<file path="config.mk">
export PLATFORM = sky130hd
export DESIGN_NAME = lsd_chop_timer
export DESIGN_NICKNAME = d
export VERILOG_FILES = /design/src/rtl/chop_pkg.sv /design/src/rtl/chop_down_cnt.sv /design/src/rtl/chop_seq.sv /design/src/rtl/lsd_chop_timer.sv
export SDC_FILE = /design/constraint.sdc
export NUM_CORES = 1
export LEC_CHECK = 0
export CORE_MARGIN = 10
export CORE_UTILIZATION = 45
export CTS_BUF_LIST = sky130_fd_sc_hd__clkbuf_8
export CTS_CLUSTER_SIZE = 8
export DETAILED_ROUTE_END_ITERATION = 6
export DONT_BUFFER_PORTS = 1
export HOLD_SLACK_MARGIN = 0.06
export PLACE_DENSITY = 0.66
export SLEW_MARGIN = 20
export SYNTH_ARGS = -nofsm -noshare
export SYNTH_HDL_FRONTEND = slang
export SYNTH_SLANG_ARGS = --single-unit
</file>
<file path="constraint.sdc">
create_clock -name clk -period 4.4 [get_ports clk]
set_input_delay 0.44 -clock clk [delete_from_list [all_inputs] [get_ports clk]]
set_output_delay 0.44 -clock clk [all_outputs]
set_load 0.05 [all_outputs]
</file>
<file path="src/rtl/chop_pkg.sv">
package chop_pkg;
  typedef enum logic [1:0] {
    CH_IDLE  = 2'd0,
    CH_OFF   = 2'd1,
    CH_BLANK = 2'd2
  } chop_state_e;

  function automatic int unsigned cnt_width(input int unsigned max_val);
    return (max_val < 2) ? 1 : $clog2(max_val + 1);
  endfunction
endpackage

</file>
<file path="src/rtl/chop_down_cnt.sv">
module chop_down_cnt #(
  parameter int CW = 4
) (
  input  logic          clk,
  input  logic          rst_n,
  input  logic          clr_i,
  input  logic          load_i,
  input  logic [CW-1:0] load_val_i,
  input  logic          dec_i,
  output logic          zero_o
);
  logic [CW-1:0] cnt_q;
  logic [CW-1:0] cnt_d;
  logic          cnt_en;

  // next value and enable
  always_comb begin
    cnt_d  = cnt_q;
    cnt_en = 1'b0;
    if (clr_i) begin
      cnt_d  = '0;
      cnt_en = 1'b1;
    end else if (load_i) begin
      cnt_d  = load_val_i;
      cnt_en = 1'b1;
    end else if (dec_i && (cnt_q != '0)) begin
      cnt_d  = cnt_q - 1'b1;
      cnt_en = 1'b1;
    end
  end

  always_ff @(posedge clk or negedge rst_n) begin
    if (!rst_n) begin
      cnt_q <= '0;
    end else if (cnt_en) begin
      cnt_q <= cnt_d;
    end
  end

  assign zero_o = (cnt_q == '0);
endmodule

</file>
<file path="src/rtl/chop_seq.sv">
module chop_seq
  import chop_pkg::*;
#(
  parameter int          CW         = 4,
  parameter logic [CW-1:0] OFF_LOAD   = '0,
  parameter logic [CW-1:0] BLANK_LOAD = '0
) (
  input  logic          clk,
  input  logic          rst_n,
  input  logic          trip_i,
  input  logic          hard_oc_i,
  input  logic          cnt_zero_i,
  output chop_state_e   state_o,
  output logic          cnt_clr_o,
  output logic          cnt_load_o,
  output logic [CW-1:0] cnt_load_val_o,
  output logic          cnt_dec_o
);
  chop_state_e state_q;
  chop_state_e state_d;

  // next-state and counter control
  always_comb begin
    state_d        = state_q;
    cnt_clr_o      = 1'b0;
    cnt_load_o     = 1'b0;
    cnt_load_val_o = '0;
    cnt_dec_o      = 1'b0;
    if (hard_oc_i) begin
      state_d   = CH_IDLE;
      cnt_clr_o = 1'b1;
    end else begin
      unique case (state_q)
        CH_IDLE: begin
          if (trip_i) begin
            state_d        = CH_OFF;
            cnt_load_o     = 1'b1;
            cnt_load_val_o = OFF_LOAD;
          end
        end
        CH_OFF: begin
          if (cnt_zero_i) begin
            state_d        = CH_BLANK;
            cnt_load_o     = 1'b1;
            cnt_load_val_o = BLANK_LOAD;
          end else begin
            cnt_dec_o = 1'b1;
          end
        end
        CH_BLANK: begin
          if (cnt_zero_i) begin
            if (trip_i) begin
              state_d        = CH_OFF;
              cnt_load_o     = 1'b1;
              cnt_load_val_o = OFF_LOAD;
            end else begin
              state_d = CH_IDLE;
            end
          end else begin
            cnt_dec_o = 1'b1;
          end
        end
        default: begin
          state_d   = CH_IDLE;
          cnt_clr_o = 1'b1;
        end
      endcase
    end
  end

  always_ff @(posedge clk or negedge rst_n) begin
    if (!rst_n) begin
      state_q <= CH_IDLE;
    end else begin
      state_q <= state_d;
    end
  end

  assign state_o = state_q;
endmodule

</file>
<file path="src/rtl/lsd_chop_timer.sv">
module lsd_chop_timer
  import chop_pkg::*;
#(
  parameter int OFF_CYCLES   = 410,
  parameter int BLANK_CYCLES = 330
) (
  input  logic clk,
  input  logic rst_n,
  input  logic trip_i,
  input  logic hard_oc_i,
  output logic limit_active_o,
  output logic blanking_o,
  output logic oc_pass_o
);
  localparam int MAX_LOAD = (OFF_CYCLES > BLANK_CYCLES) ? OFF_CYCLES - 1 : BLANK_CYCLES - 1;
  localparam int CW       = cnt_width(MAX_LOAD);
  localparam logic [CW-1:0] OFF_LOAD   = CW'(OFF_CYCLES - 1);
  localparam logic [CW-1:0] BLANK_LOAD = CW'(BLANK_CYCLES - 1);

  chop_state_e   state;
  logic          cnt_zero;
  logic          cnt_clr;
  logic          cnt_load;
  logic [CW-1:0] cnt_load_val;
  logic          cnt_dec;

  chop_seq #(
    .CW         (CW),
    .OFF_LOAD   (OFF_LOAD),
    .BLANK_LOAD (BLANK_LOAD)
  ) i_seq (
    .clk            (clk),
    .rst_n          (rst_n),
    .trip_i         (trip_i),
    .hard_oc_i      (hard_oc_i),
    .cnt_zero_i     (cnt_zero),
    .state_o        (state),
    .cnt_clr_o      (cnt_clr),
    .cnt_load_o     (cnt_load),
    .cnt_load_val_o (cnt_load_val),
    .cnt_dec_o      (cnt_dec)
  );

  chop_down_cnt #(
    .CW (CW)
  ) i_cnt (
    .clk        (clk),
    .rst_n      (rst_n),
    .clr_i      (cnt_clr),
    .load_i     (cnt_load),
    .load_val_i (cnt_load_val),
    .dec_i      (cnt_dec),
    .zero_o     (cnt_zero)
  );

  assign limit_active_o = (state == CH_OFF);
  assign blanking_o     = (state == CH_BLANK);
  assign oc_pass_o      = hard_oc_i;
endmodule

</file>
==> impl_metrics.tcl <==
set metrics [dict create \
    synth-edff-count 0 \
    dieArea_sq_mm 0.00377 \
    synthAdderAreaFrac 0.0974 \
    path_depth 7 \
    cts.sinks 11 \
    postCtsSetupBuffers 0 \
    layoutNonFillerInstCount 101 \
    cp_slowest_cell "or4b_4" \
    finalMaxSlewViolations 0 \
    rsz0062_at_grt "no" \
    cp.buffers_inverters 1 \
    worst-setup-path-type "reg2reg" \
    cts_root_buf "clkbuf_8" \
    synth_top_family_by_area "simple AND/OR/NAND/NOR gates" \
    synthMuxAreaShare 0.0519 \
    cp_max_fo 8 \
    yosysTopAreaCellShare 0.357 \
    power_density_mw_per_mm2 837 \
    startpoint_type "flop" \
    critical_path.top_delay_family "simple AND/OR/NAND/NOR gates" \
    nNetsFinal 96 \
    cts_htree_levels 1 \
    relSlewSlack 0.575 \
    antenna_cells 0 \
    antenna_found_initial 0 \
    final_core_util 0.528 \
    initial_core_util 0.494 \
    core_area_sq_mm 0.00156 \
    clk_latency_ns 0.24 \
    syn2layout_area_growth_pct 6.82 \
    postRouteAntennaNets 0 \
    die_y_um 61.4 \
    wl_per_cell_um 14.4 \
    hold_violations 0 \
    irDropWorstVdd_v 0.000409 \
    cts_buffers 3 \
    cp_data_arrival_time_ns 2.21 \
    post_dp_cell_area_sq_um 768 \
    final_area_sq_um 823 \
    finalSetupTns_ns 0 \
    max_stage_delay_ns 0.49 \
    synthSimpleGateAreaFrac 0.244 \
    yosysSeqAreaShare 0.357 \
    setup.worst_path.start "i_cnt.cnt_q[0]" \
    cp.required_ns 4.52 \
    yosys.cell_types.count 30 \
    ys.warnings.count 0 \
    cap_violations 0 \
    port-buffer-count 0 \
    grt_overflow 0 \
    yosysTopAreaCell "dfrtp_1" \
    grt_first_pass_wirelength_mm 2.46 \
    synth_ff_type "dfrtp_1" \
    synth.avg_cell_area_sq_um 9.29 \
    max_freq_mhz 480 \
    worst_setup_path_end_kind "flop" \
    drc 0 \
    cp-endpoint "i_seq.state_o[1]" \
    worst_slew_pin_slew_ns 0.638 \
    outcome "complete, no violations" \
    period_share 0.474 \
    vias 585 \
    placementRows 14 \
    layout.filler_cells 133 \
    fin_crit_ns 2.08 \
    hold_class "in2reg" \
    die_w_um 61.4 \
    track_usage 0.0877 \
    holdWs_ns 0.263 \
    cts_tree "built" \
    dp_hpwl_mm 1.12 \
    ys_top_cells_by_area "dfrtp_1 36%, ha_1 9.7%, nor2_1 5.4%" \
    drive_gt1_frac 0.106 \
    r2r_setup_slack_ns 2.32 \
    power_leakage_nw 0.370 \
    vias_per_cell 5.79 \
    setup_viol 0 \
    reg2reg_to "i_seq.state_o[1]" \
    syn-num-nets 93 \
    grt_pass1_vias 548 \
    skew_ns 0.00213 \
    ios 7 \
    reg2reg_depth 7 \
    r2r-start "i_cnt.cnt_q[0]" \
    dr.pass1.iters 4 \
    dr.first_iter.drc_count 17 \
    placed_cells 96 \
    clock_path_buffers 2 \
    netlist_instances 83 \
    yosys_register_bits 11 \
    async_flop_share 1.00 \
    path_clk_slew_ns 0.05 \
    globalplace.congestion 0.821 \
    syn_area_sq_um 771 \
    grt_max_degree 12 \
    crit_chain "inv_1, ha_1, or4b_4, nor2b_2, a2bb2oi_4, mux2i_1, nor2_1" \
    synth_compound_gate_area_share 0.151 \
    synth_xor_xnor_area_share 0.0455 \
    drt-total-wl_mm 1.45 \
]
[layout make-up]
type,instances,area (sq um),area share
timing repair buffer,1,10.0,0.0122
clock buffer,3,41.3,0.0502
inverter,5,18.8,0.0228
sequential,11,275,0.334
tap,16,20.0,0.0243
clock inverter,1,3.75,0.00456
multi-input combinational,64,454,0.552
[layer usage]
metal	track usage	part of all wire	wire length, um
met1	0.111	0.48	696
met2	0.133	0.47	679
met3	0.0370	0.047	69
met4	0.0255	0.0069	10
met5	0	0	0
[stage by stage]
stage,setup WS (ns),power (mW)
after detailed placement,2.34,0.589
after CTS,2.31,0.693
after global placement,2.38,0.585
after floorplan,2.56,0.545
final,2.32,0.689
after global routing,2.18,0.748
[cell usage after synthesis, drive strengths merged (2+ instances only)]
cell	number
xnor2	3
a311oi	2
nand2b	2
inv	5
nand2	6
nand3	6
nor4	3
o21ai	2
mux2i	4
buf	2
ha	6
dfrtp	11
a21o	2
nor2	11
nor3	2
a21oi	3
a31oi	4
[how the worst min path moves through the flow]
stage | start | end | slack, ns | cells after the start
finish | hard_oc_i | i_seq.state_o[1] | 0.26 | 1
global route | hard_oc_i | i_seq.state_o[1] | 0.26 | 1
CTS | hard_oc_i | i_seq.state_o[1] | 0.26 | 1
detailed placement | rst_n | i_cnt.cnt_q[7] | 0.14 | 0
global placement | rst_n | i_cnt.cnt_q[7] | 0.14 | 0
floorplan | rst_n | i_cnt.cnt_q[0] | 0.14 | 0
[layout by cell type, fill, tap and decap left out, drive strengths merged, types with 2 or more instances in the layout]
cell | Yosys | routed
dfrtp | 11 | 11
a31oi | 4 | 4
mux2i | 4 | 4
nor4 | 3 | 3
a21o | 2 | 2
nand2b | 2 | 2
nor3 | 2 | 2
ha | 6 | 6
inv | 5 | 6
clkbuf | 1 | 3
o21ai | 2 | 2
nor2 | 11 | 11
a21oi | 3 | 3
a311oi | 2 | 2
nand2 | 6 | 6
xnor2 | 3 | 3
nand3 | 6 | 6
[power breakdown]
group	leakage (nW)	internal, mW	switching (mW)
logic	0.198	0.181	0.220
registers	0.145	0.142	0.0497
clock network	0.0269	0.0610	0.0352
total	0.370	0.384	0.305
[flip-flops by register name, summed over array words and instances, names as in the netlist]
signal,count
i_cnt.cnt_q,9
i_seq.state_o,2
[repair_timing]
| item | 4_1_cts | 5_1_grt |
|---|---|---|
| resized for setup | 0 | 0 |
| endpoints found under the setup margin | 0 | 0 |
| hold endpoints to repair | 11 | 0 |
| hold buffers | 1 | 0 |
[cell families (layout without fill, tap and decap cells)]
group                      count (synthesis)  count (layout)
DFF                                       11              11
adders and majority gates                  6               6
xor gates and xnor gates                   4               4
and+or+nand+nor                           35              35
AOI/OAI and AO/OA                         15              15
muxes                                      4               4
buffers and inverters                      8              10
Note: power is estimated with default switching activity, not from simulation.
